$ cat src/rtl/ct_pkg.sv
package ct_pkg;
  localparam int CT_CNT_W  = 64;
  localparam int CT_VIEW_W = 32;
  localparam int CT_ADDR_W = 2;

  localparam logic [CT_ADDR_W-1:0] CT_A_CTRL = 2'd0;
  localparam logic [CT_ADDR_W-1:0] CT_A_CMP  = 2'd1;
  localparam logic [CT_ADDR_W-1:0] CT_A_CDN  = 2'd2;

  localparam int CT_B_EN   = 0;
  localparam int CT_B_MASK = 1;
  localparam int CT_B_STAT = 2;

  typedef logic [CT_CNT_W-1:0]  cnt_t;
  typedef logic [CT_VIEW_W-1:0] view_t;

  // Unsigned reach test: the deadline has been met or passed.
  function automatic logic ct_reached(input cnt_t cnt, input cnt_t cmp);
    return cnt >= cmp;
  endfunction

  // Deadline from a signed relative offset.
  function automatic cnt_t ct_view_to_cmp(input cnt_t cnt, input view_t v);
    cnt_t ext;
    ext = {{(CT_CNT_W-CT_VIEW_W){v[CT_VIEW_W-1]}}, v};
    return cnt + ext;
  endfunction

  // Remaining distance to the deadline, truncated to the view width.
  function automatic view_t ct_cmp_to_view(input cnt_t cnt, input cnt_t cmp);
    cnt_t diff;
    diff = cmp - cnt;
    return diff[CT_VIEW_W-1:0];
  endfunction
endpackage

$ cat src/rtl/ct_regfile.sv
module ct_regfile
  import ct_pkg::*;
(
  input  logic                 clk,
  input  logic                 rst_n,
  input  cnt_t                 count_i,
  input  logic                 wr_en_i,
  input  logic [CT_ADDR_W-1:0] addr_i,
  input  cnt_t                 wdata_i,
  output cnt_t                 rdata_o,
  output logic                 en_q_o,
  output logic                 mask_q_o,
  output cnt_t                 cmp_q_o,
  output logic                 en_d_o,
  output logic                 mask_d_o,
  output cnt_t                 cmp_d_o,
  output logic                 wr_evt_o
);
  logic en_q, mask_q;
  cnt_t cmp_q;
  logic wr_ctrl, wr_cmp, wr_cdn;
  logic en_d, mask_d;
  cnt_t cmp_d;
  logic stat;

  // Decoded write events, brought out for the checks.
  assign wr_ctrl = wr_en_i && (addr_i == CT_A_CTRL);
  assign wr_cmp  = wr_en_i && (addr_i == CT_A_CMP);
  assign wr_cdn  = wr_en_i && (addr_i == CT_A_CDN);

  always_comb begin
    en_d   = en_q;
    mask_d = mask_q;
    cmp_d  = cmp_q;
    if (wr_ctrl) begin
      en_d   = wdata_i[CT_B_EN];
      mask_d = wdata_i[CT_B_MASK];
    end
    if (wr_cmp) cmp_d = wdata_i;
    if (wr_cdn) cmp_d = ct_view_to_cmp(count_i, wdata_i[CT_VIEW_W-1:0]);
  end

  always_ff @(posedge clk) begin
    if (!rst_n) begin
      en_q   <= 1'b0;
      mask_q <= 1'b0;
      cmp_q  <= '0;
    end else begin
      en_q   <= en_d;
      mask_q <= mask_d;
      cmp_q  <= cmp_d;
    end
  end

  assign stat = en_q && ct_reached(count_i, cmp_q);

  always_comb begin
    rdata_o = '0;
    case (addr_i)
      CT_A_CTRL: begin
        rdata_o[CT_B_EN]   = en_q;
        rdata_o[CT_B_MASK] = mask_q;
        rdata_o[CT_B_STAT] = stat;
      end
      CT_A_CMP: rdata_o = cmp_q;
      CT_A_CDN: rdata_o[CT_VIEW_W-1:0] = ct_cmp_to_view(count_i, cmp_q);
      default:  rdata_o = '0;
    endcase
  end

  assign en_q_o   = en_q;
  assign mask_q_o = mask_q;
  assign cmp_q_o  = cmp_q;
  assign en_d_o   = en_d;
  assign mask_d_o = mask_d;
  assign cmp_d_o  = cmp_d;
  assign wr_evt_o = wr_ctrl || wr_cmp || wr_cdn;

  // a countdown write lands at count plus the signed offset
  a_r7_cdn_sets_cmp: assert property (@(posedge clk) disable iff (!rst_n)
    wr_cdn |=> cmp_q == $past(count_i)
                        + {{(CT_CNT_W-CT_VIEW_W){$past(wdata_i[CT_VIEW_W-1])}},
                           $past(wdata_i[CT_VIEW_W-1:0])});

  // writes to the unused address change no state
  a_r11_unused_ignored: assert property (@(posedge clk) disable iff (!rst_n)
    (wr_en_i && addr_i == 2'd3) |=> $stable(cmp_q) && $stable(en_q) && $stable(mask_q));
endmodule

$ cat src/rtl/ct_irq.sv
module ct_irq
  import ct_pkg::*;
(
  input  logic clk,
  input  logic rst_n,
  input  cnt_t count_i,
  input  logic en_q_i,
  input  logic mask_q_i,
  input  cnt_t cmp_q_i,
  input  logic en_d_i,
  input  logic mask_d_i,
  input  cnt_t cmp_d_i,
  input  logic wr_evt_i,
  output logic irq_o
);
  logic fire_d;
  logic irq_q;

  // Condition from the state that the coming edge will hold.
  assign fire_d = en_d_i && !mask_d_i && ct_reached(count_i, cmp_d_i);

  always_ff @(posedge clk) begin
    if (!rst_n) irq_q <= 1'b0;
    else        irq_q <= fire_d;
  end

  assign irq_o = irq_q;

  // mask holds the line low
  a_r4_mask_forces_low: assert property (@(posedge clk) disable iff (!rst_n)
    mask_q_i |-> !irq_q);

  // a disabled channel never drives the line
  a_r5_disabled_low: assert property (@(posedge clk) disable iff (!rst_n)
    !en_q_i |-> !irq_q);

  // with no write and the deadline still met, the level persists
  a_r3_level_hold: assert property (@(posedge clk) disable iff (!rst_n)
    (irq_q && !wr_evt_i && ct_reached(count_i, cmp_q_i)) |=> irq_q);

  // a deadline moved past the count drops the line
  a_r6_rewrite_drops: assert property (@(posedge clk) disable iff (!rst_n)
    (wr_evt_i && !ct_reached(count_i, cmp_d_i)) |=> !irq_q);
endmodule

$ cat src/rtl/cmp_timer.sv
module cmp_timer
  import ct_pkg::*;
#(
  parameter int CNT_W  = CT_CNT_W,
  parameter int ADDR_W = CT_ADDR_W
) (
  input  logic              clk,
  input  logic              rst_n,
  input  logic [CNT_W-1:0]  count_i,
  input  logic              wr_en_i,
  input  logic [ADDR_W-1:0] addr_i,
  input  logic [CNT_W-1:0]  wdata_i,
  output logic [CNT_W-1:0]  rdata_o,
  output logic              irq_o
);
  logic en_q, mask_q, en_d, mask_d, wr_evt;
  cnt_t cmp_q, cmp_d;

  ct_regfile u_regs (
    .clk      (clk),
    .rst_n    (rst_n),
    .count_i  (count_i),
    .wr_en_i  (wr_en_i),
    .addr_i   (addr_i),
    .wdata_i  (wdata_i),
    .rdata_o  (rdata_o),
    .en_q_o   (en_q),
    .mask_q_o (mask_q),
    .cmp_q_o  (cmp_q),
    .en_d_o   (en_d),
    .mask_d_o (mask_d),
    .cmp_d_o  (cmp_d),
    .wr_evt_o (wr_evt)
  );

  ct_irq u_irq (
    .clk      (clk),
    .rst_n    (rst_n),
    .count_i  (count_i),
    .en_q_i   (en_q),
    .mask_q_i (mask_q),
    .cmp_q_i  (cmp_q),
    .en_d_i   (en_d),
    .mask_d_i (mask_d),
    .cmp_d_i  (cmp_d),
    .wr_evt_i (wr_evt),
    .irq_o    (irq_o)
  );

  // nothing fires straight out of reset
  a_r1_reset_quiet: assert property (@(posedge clk)
    $rose(rst_n) |-> !irq_o);
endmodule

$ cat config.mk
export PLATFORM = sky130hd
export DESIGN_NAME = cmp_timer
export DESIGN_NICKNAME = d
export VERILOG_FILES = /design/src/rtl/ct_pkg.sv /design/src/rtl/ct_regfile.sv /design/src/rtl/ct_irq.sv /design/src/rtl/cmp_timer.sv
export SDC_FILE = /design/constraint.sdc
export NUM_CORES = 1
export LEC_CHECK = 0
export CORE_ASPECT_RATIO = 0.7
export CORE_MARGIN = 2
export CORE_UTILIZATION = 30
export CTS_BUF_LIST = sky130_fd_sc_hd__clkbuf_8
export CTS_CLUSTER_DIAMETER = 60
export DETAILED_ROUTE_END_ITERATION = 8
export SYNTH_ARGS = -nofsm -noshare
export SYNTH_HDL_FRONTEND = slang
export SYNTH_SLANG_ARGS = --single-unit
$ cat constraint.sdc
create_clock -name clk -period 7.55 [get_ports clk]
set_clock_uncertainty 0.15 [all_clocks]
set_input_delay 1.51 -clock clk [delete_from_list [all_inputs] [get_ports clk]]
set_output_delay 1.51 -clock clk [all_outputs]
set_load 0.01 [all_outputs]
Yosys cells after proc, flatten, opt, wreduce, memory -nomap -nowiden
Index checks and enable logic that the tools add are counted.
W data, S select, Z words.

operators by class
  multiplexer cells = 7
  $lt $le $gt $ge = 2
  reductions and logical operators = 8
  equal/unequal tests = 2
  add/sub/neg operators = 2

operators by type and width
  operator              number
  $ge A64 B64 Y1        2
  $mux W64              2
  $add A64 B64 Y64      1
  $pmux W29 S2          1
  $mux W32              1
  $sub A32 B32 Y32      1
  $pmux W3 S3           1
  $logic_and A1 B1 Y1   6
  $eq A2 B1 Y1 const B  1
  $eq A2 B2 Y1 const B  1
  $logic_not A2 Y1      1
  $mux W1               2
  $logic_not A1 Y1      1

storage, ports and cells
  output and inout port bits = 65
  bits of input ports = 133
  register bits after elaboration = 67
  logic and storage cells = 25

Depth between registers and ports, before layout
Gate-level depths: netlist of run 1.

  depth after elaboration = 6
  depth in mapped cells = 24
  gate-level depth less buffers = 24

Hierarchy
Synthesis of run 1 repeated with hierarchy kept, for this count alone.

unflattened totals
  cells, all modules = 1765
  area total of the unflattened synthesis = 12603.3 um^2

modules (own cells, without submodules)
  module      seq. area each (um^2)  cells each  times used  area an instance (um^2)
  ct_regfile  1321.3                 1539        1           10938.0
  ct_irq      20.0                   226         1           1665.3

Least setup slack after synthesis of run 1
Ideal clock, no wire load.

  kind = input -> register
  from = input count_i[7]
  to = register u_irq.irq_q (netlist: u_irq.irq_o)
  data arrival time = 6.112 ns
  path buffers = 0
  library setup time = 0.124 ns
  slack = 1.164 ns
  cell stages on the path = 21
  data required time = 7.276 ns
  path through = ha_1 > and3_4 > or4b_4 > a31o_1 > a311o_1 > a2111oi_2 > nor2_1 > o21ai_1 > xor2_1 > a21oi_1 > ha_1 > a21o_1 > a21o_1 > a21o_1 > a21o_1 > a21o_1 > a21o_1 > a221o_1 > a2111oi_0 > o31a_1 > o21ai_0

on the way
  longest elaborated chain between the ends = 4

ends and longest elaborated chain
  element                line              text
  start, declared        cmp_timer.sv:9    input logic [CNT_W-1:0] count_i,
  $add A64 B64 Y64       ct_pkg.sv:26      return cnt + ext;
  $mux W64               ct_regfile.sv:40  if (wr_cdn) cmp_d = ct_view_to_cmp(count_i, wdata_i[CT_VIEW_W-1:0]);
  $ge A64 B64 Y1 *       ct_pkg.sv:19      return cnt >= cmp;
  $logic_and A1 B1 Y1 *  ct_irq.sv:20      assign fire_d = en_d_i && !mask_d_i && ct_reached(count_i, cmp_d_i);
  end signal, assigned   ct_irq.sv:24      else irq_q <= fire_d;
  end, declared          ct_irq.sv:17      logic irq_q;

Mark *: on every way between the ends. The rest lies on a longest branch, timed or not.
A chain may end at the register's enable or synchronous reset.

Worst setup path after layout of run 1
  from = input count_i[0]
  to = output rdata_o[30]

on the way
  longest elaborated chain between the ends = 2

ends and longest elaborated chain
  element           line              text
  $sub A32 B32 Y32  ct_pkg.sv:32      diff = cmp - cnt;
  $pmux W29 S2      ct_regfile.sv:59  case (addr_i)
  end, declared     cmp_timer.sv:13   output logic [CNT_W-1:0] rdata_o,

Every way passes these cells.

==> results of run 1 <==
power by group:
part | total [uW] | internal, uW | switching, uW
clock network | 382 | 203 | 179
logic | 1000 | 432 | 572
registers | 403 | 377 | 25.7
total | 1790 | 1010 | 776
synth_stat cells, drive strengths merged (19+ instances only):
master    n  share of area [%]
a21o     89                5.5
nand3    98                4.2
nand2b   31                1.6
clkbuf   63                1.9
xor2     33                2.4
inv     120                3.7
and2     41                2.1
xnor2    43                3.1
nor3     25                1.0
o21ai   101                4.1
a31oi    19               0.97
nor2    124                3.8
a21oi   213                8.7
nor2b    32                1.6
ha      226                 23
dfxtp    67                 11
nand2   160                4.9
nand4    38                1.9
state kept, by name, indices dropped and copies added, names as in the netlist:
name,flops
u_regs.cmp_q_o,64
u_irq.irq_o,1
u_regs.en_q_o,1
u_regs.mask_q_o,1
path summary, 6_finish.rpt:
kind | startpoint | endpoint | slack (ns) | depth (start not counted)
worst min-delay path | u_regs.en_q_o | u_regs.en_q_o | 0.34 | 2
worst max-delay path | count_i[0] | rdata_o[30] | 0.24 | 15
worst max register to register | u_regs.cmp_q_o[0] | u_irq.irq_o | 4.09 | 13
worst min register to register | u_regs.en_q_o | u_regs.en_q_o | 0.34 | 2
critical path, stage by stage:
cell and delay [ns]:
sky130_fd_sc_hd__clkdlybuf4s50_1 0.52, sky130_fd_sc_hd__ha_1 0.21, sky130_fd_sc_hd__inv_1 0.08, sky130_fd_sc_hd__fa_1 0.42
sky130_fd_sc_hd__and3_1 0.20, sky130_fd_sc_hd__o21a_1 0.21, sky130_fd_sc_hd__o31a_1 0.39, sky130_fd_sc_hd__o31ai_2 0.36
sky130_fd_sc_hd__nand3b_1 0.20, sky130_fd_sc_hd__a21oi_2 0.23, sky130_fd_sc_hd__o21bai_1 0.11, sky130_fd_sc_hd__a221oi_1 0.33
sky130_fd_sc_hd__xor2_1 0.11, sky130_fd_sc_hd__o21ai_1 0.20, sky130_fd_sc_hd__clkdlybuf4s50_1 0.59
timing repair:
action / CTS / global route
setup endpoints to repair: 0 / 4
gates resized for setup: 0 / 6
setup buffers: 0 / 0
final cells by class:
type	count	area (um^2)
diodes	1	2.502
clock buffers	11	151.4
clock inverters	5	75.07
fillers	4258	24890
inverters	121	454.2
multi-input cells	1471	10160
flip-flops and latches	67	1341
well taps	535	669.4
repair buffers	235	2252
cells by family after synthesis:
| group | after synthesis | synth area share, % |
|---|---|---|
| muxes | 11 | 0.9202 |
| adders and majority gates | 228 | 23.43 |
| xor gates and xnor gates | 76 | 5.439 |
| AOI/OAI and AO/OA | 563 | 29.27 |
| and+or+nand+nor | 593 | 23.66 |
| buffers and inverters | 202 | 6.318 |
| DFF | 67 | 10.96 |
metrics by stage:
| step | instance area (um^2) | power, uW | cells |
|---|---|---|---|
| 2_1_floorplan | 12240 | 1049 | 1740 |
| 3_3_place_gp | 14860 | 1386 | 2429 |
| 3_5_place_dp | 14860 | 1394 | 2429 |
| 4_1_cts | 15080 | 1787 | 2445 |
| 5_1_grt | 15110 | 1921 | 2446 |
| 6_report | 15110 | 1789 | 2446 |
routing by layer:
| layer | up-vias | GRT usage [%] |
|---|---|---|
| li1 | 6595 | - |
| met1 | 6293 | 32.23 |
| met2 | 409 | 31.81 |
| met3 | 47 | 3.508 |
| met4 | 0 | 4.571 |
| met5 | - | 0 |
==> summary.md, run 1 <==
Area growth from synthesis to layout: 23.44%. Global routing finished with a remaining overflow of 0. Power density over cell area: 118.4 nW/um^2.

Entering global routing, the biggest net connects 73 pins. The run finished with clean final reports. The final period utilization is 96.85%.

Wires add up to 46970 um. In this run the worst hold path is classified as flop to flop. The number of enable-type register cells in the synthesized netlist was 0. On the final layout, the worst hold slack is 0.3355 ns.

The later pin in the worst-skew pair is clocked with a latency of 0.40 ns. Leaving out fill and tap cells, the most frequent cells in the layout are 225 x sky130_fd_sc_hd__ha_1, 211 x sky130_fd_sc_hd__a21oi_1, 196 x sky130_fd_sc_hd__clkdlybuf4s50_1. Overall die height: 173.0 um. By startpoint and endpoint, the worst setup path is classified as input pin to output pin. The number of I/O pins was 198; the clock transition at the registers of the reported paths was 0.09 ns.

The transition time of the tightest slew-check pin was 0.9628 ns. The share of flip-flops with an asynchronous set or reset is 0%. The max-slew violation count was 0. From left edge to right edge, the die measures 245.4 um. The logs give 2266 for the final-stage net count and 79 for the count of unique library cells instantiated by Yosys. The total number of placement rows was 61; the wire length on met3 was 2841 um.

The tools report the sum of negative setup slack as 0 ns. TritonCTS built the clock tree. Once detail routing completed, the nets flagged for antenna violations numbered 0.

The first global-routing pass estimated 72560 um of wire. In the routed design, unresolved DRC markers number 0. After detailed routing, no signal wire sits above met4. The cell count after synthesis came out at 1740. The worst setup path is captured at an output pin.

The via count of the first global-routing pass is 12.69k, and the number of antenna violations at the first check in global routing is 2. The CTS H-tree depth was 3. The per-cell routed wire length was 19.20 um. The run gives 0.9274 as the weighted congestion reported at the end of routability-driven placement.

Detailed placement finished with a half-perimeter wire length of 38060 um. Synthesis inferred 67 register bits. The post-detailed-route via-to-cell ratio was 5.455. Element type at the critical path start: an input pin.

The run gives 0.07392 mV as the highest ir drop seen on vdd. Timing would allow up to 0.1368 GHz. The library cell used most frequently in the layout, excluding fill and tap cells, is sky130_fd_sc_hd__ha_1.

The detailed router finished its first iteration with 966 violations. Post-synth net total: 2101. The tool flagged a number of max-cap violations equal to 0.

The core utilization of the finished layout was 37.77%; the required time of the worst setup path was 5.89 ns. Once the floorplan was initialized, standard cells occupied 30.60% of the core. Buffers placed on the I/O ports in this run total 197. Data arrives at the worst endpoint at 5.65 ns. The routed design uses 19290 um of met2 wire. The most frequently used flop master after synthesis was sky130_fd_sc_hd__dfxtp_1. The analysis attributes to cell leakage a power of 0.006545 uW.

Setup violations remaining at the end of the flow were counted as 0. Setup slack closes at 0.2378 ns. Clock tree synthesis selected as its root buffer the cell sky130_fd_sc_hd__clkbuf_8.

Count of clock tree sinks: 67. For this design, the CTS-stage hold fixing added 0 buffers. For this run, the detailed router's first-pass iteration total came to 6. The die covers 42450 um^2. The post-placement setup slack was -0.1144 ns.

The tools report the final hold violation count as 0. Along the worst path, the maximum fanout reaches 3. Dividing the synthesized area by the synthesized cell count gives 7.033 um^2. The number of buffers created by CTS came out at 9. The mapped netlist covers 12240 um^2. The share of layout cells above drive strength 1 works out to 4.555%. For the count of warnings emitted by yosys, the log shows 0. The fraction of the yosys area taken by sequential cells is 10.96%, and the sum of routed wire segments on met1 is 23980 um.

In this run the deepest clock path goes through 2 buffers. The overall via count from detail_route was 13.34k; the global router's overall resource usage was 21.50%. Area of the core region: 39990 um^2. The worst pin sits at a relative slew slack of 34.15%.

The shortest clock period the worst path allows after layout came out at 7.312 ns.
No activity file was read; power rests on OpenSTA's default activity.
==> run 2: changes to the inputs <==
--- a/config.mk
+++ b/config.mk
@@ -5,6 +5,7 @@
 export SDC_FILE = /design/constraint.sdc
 export NUM_CORES = 1
 export LEC_CHECK = 0
+export ABC_AREA = 0
 export CORE_ASPECT_RATIO = 0.7
 export CORE_MARGIN = 2
 export CORE_UTILIZATION = 30
==> results of run 2 <==
The final DEF is identical to that of run 1; final timing and power are the same.
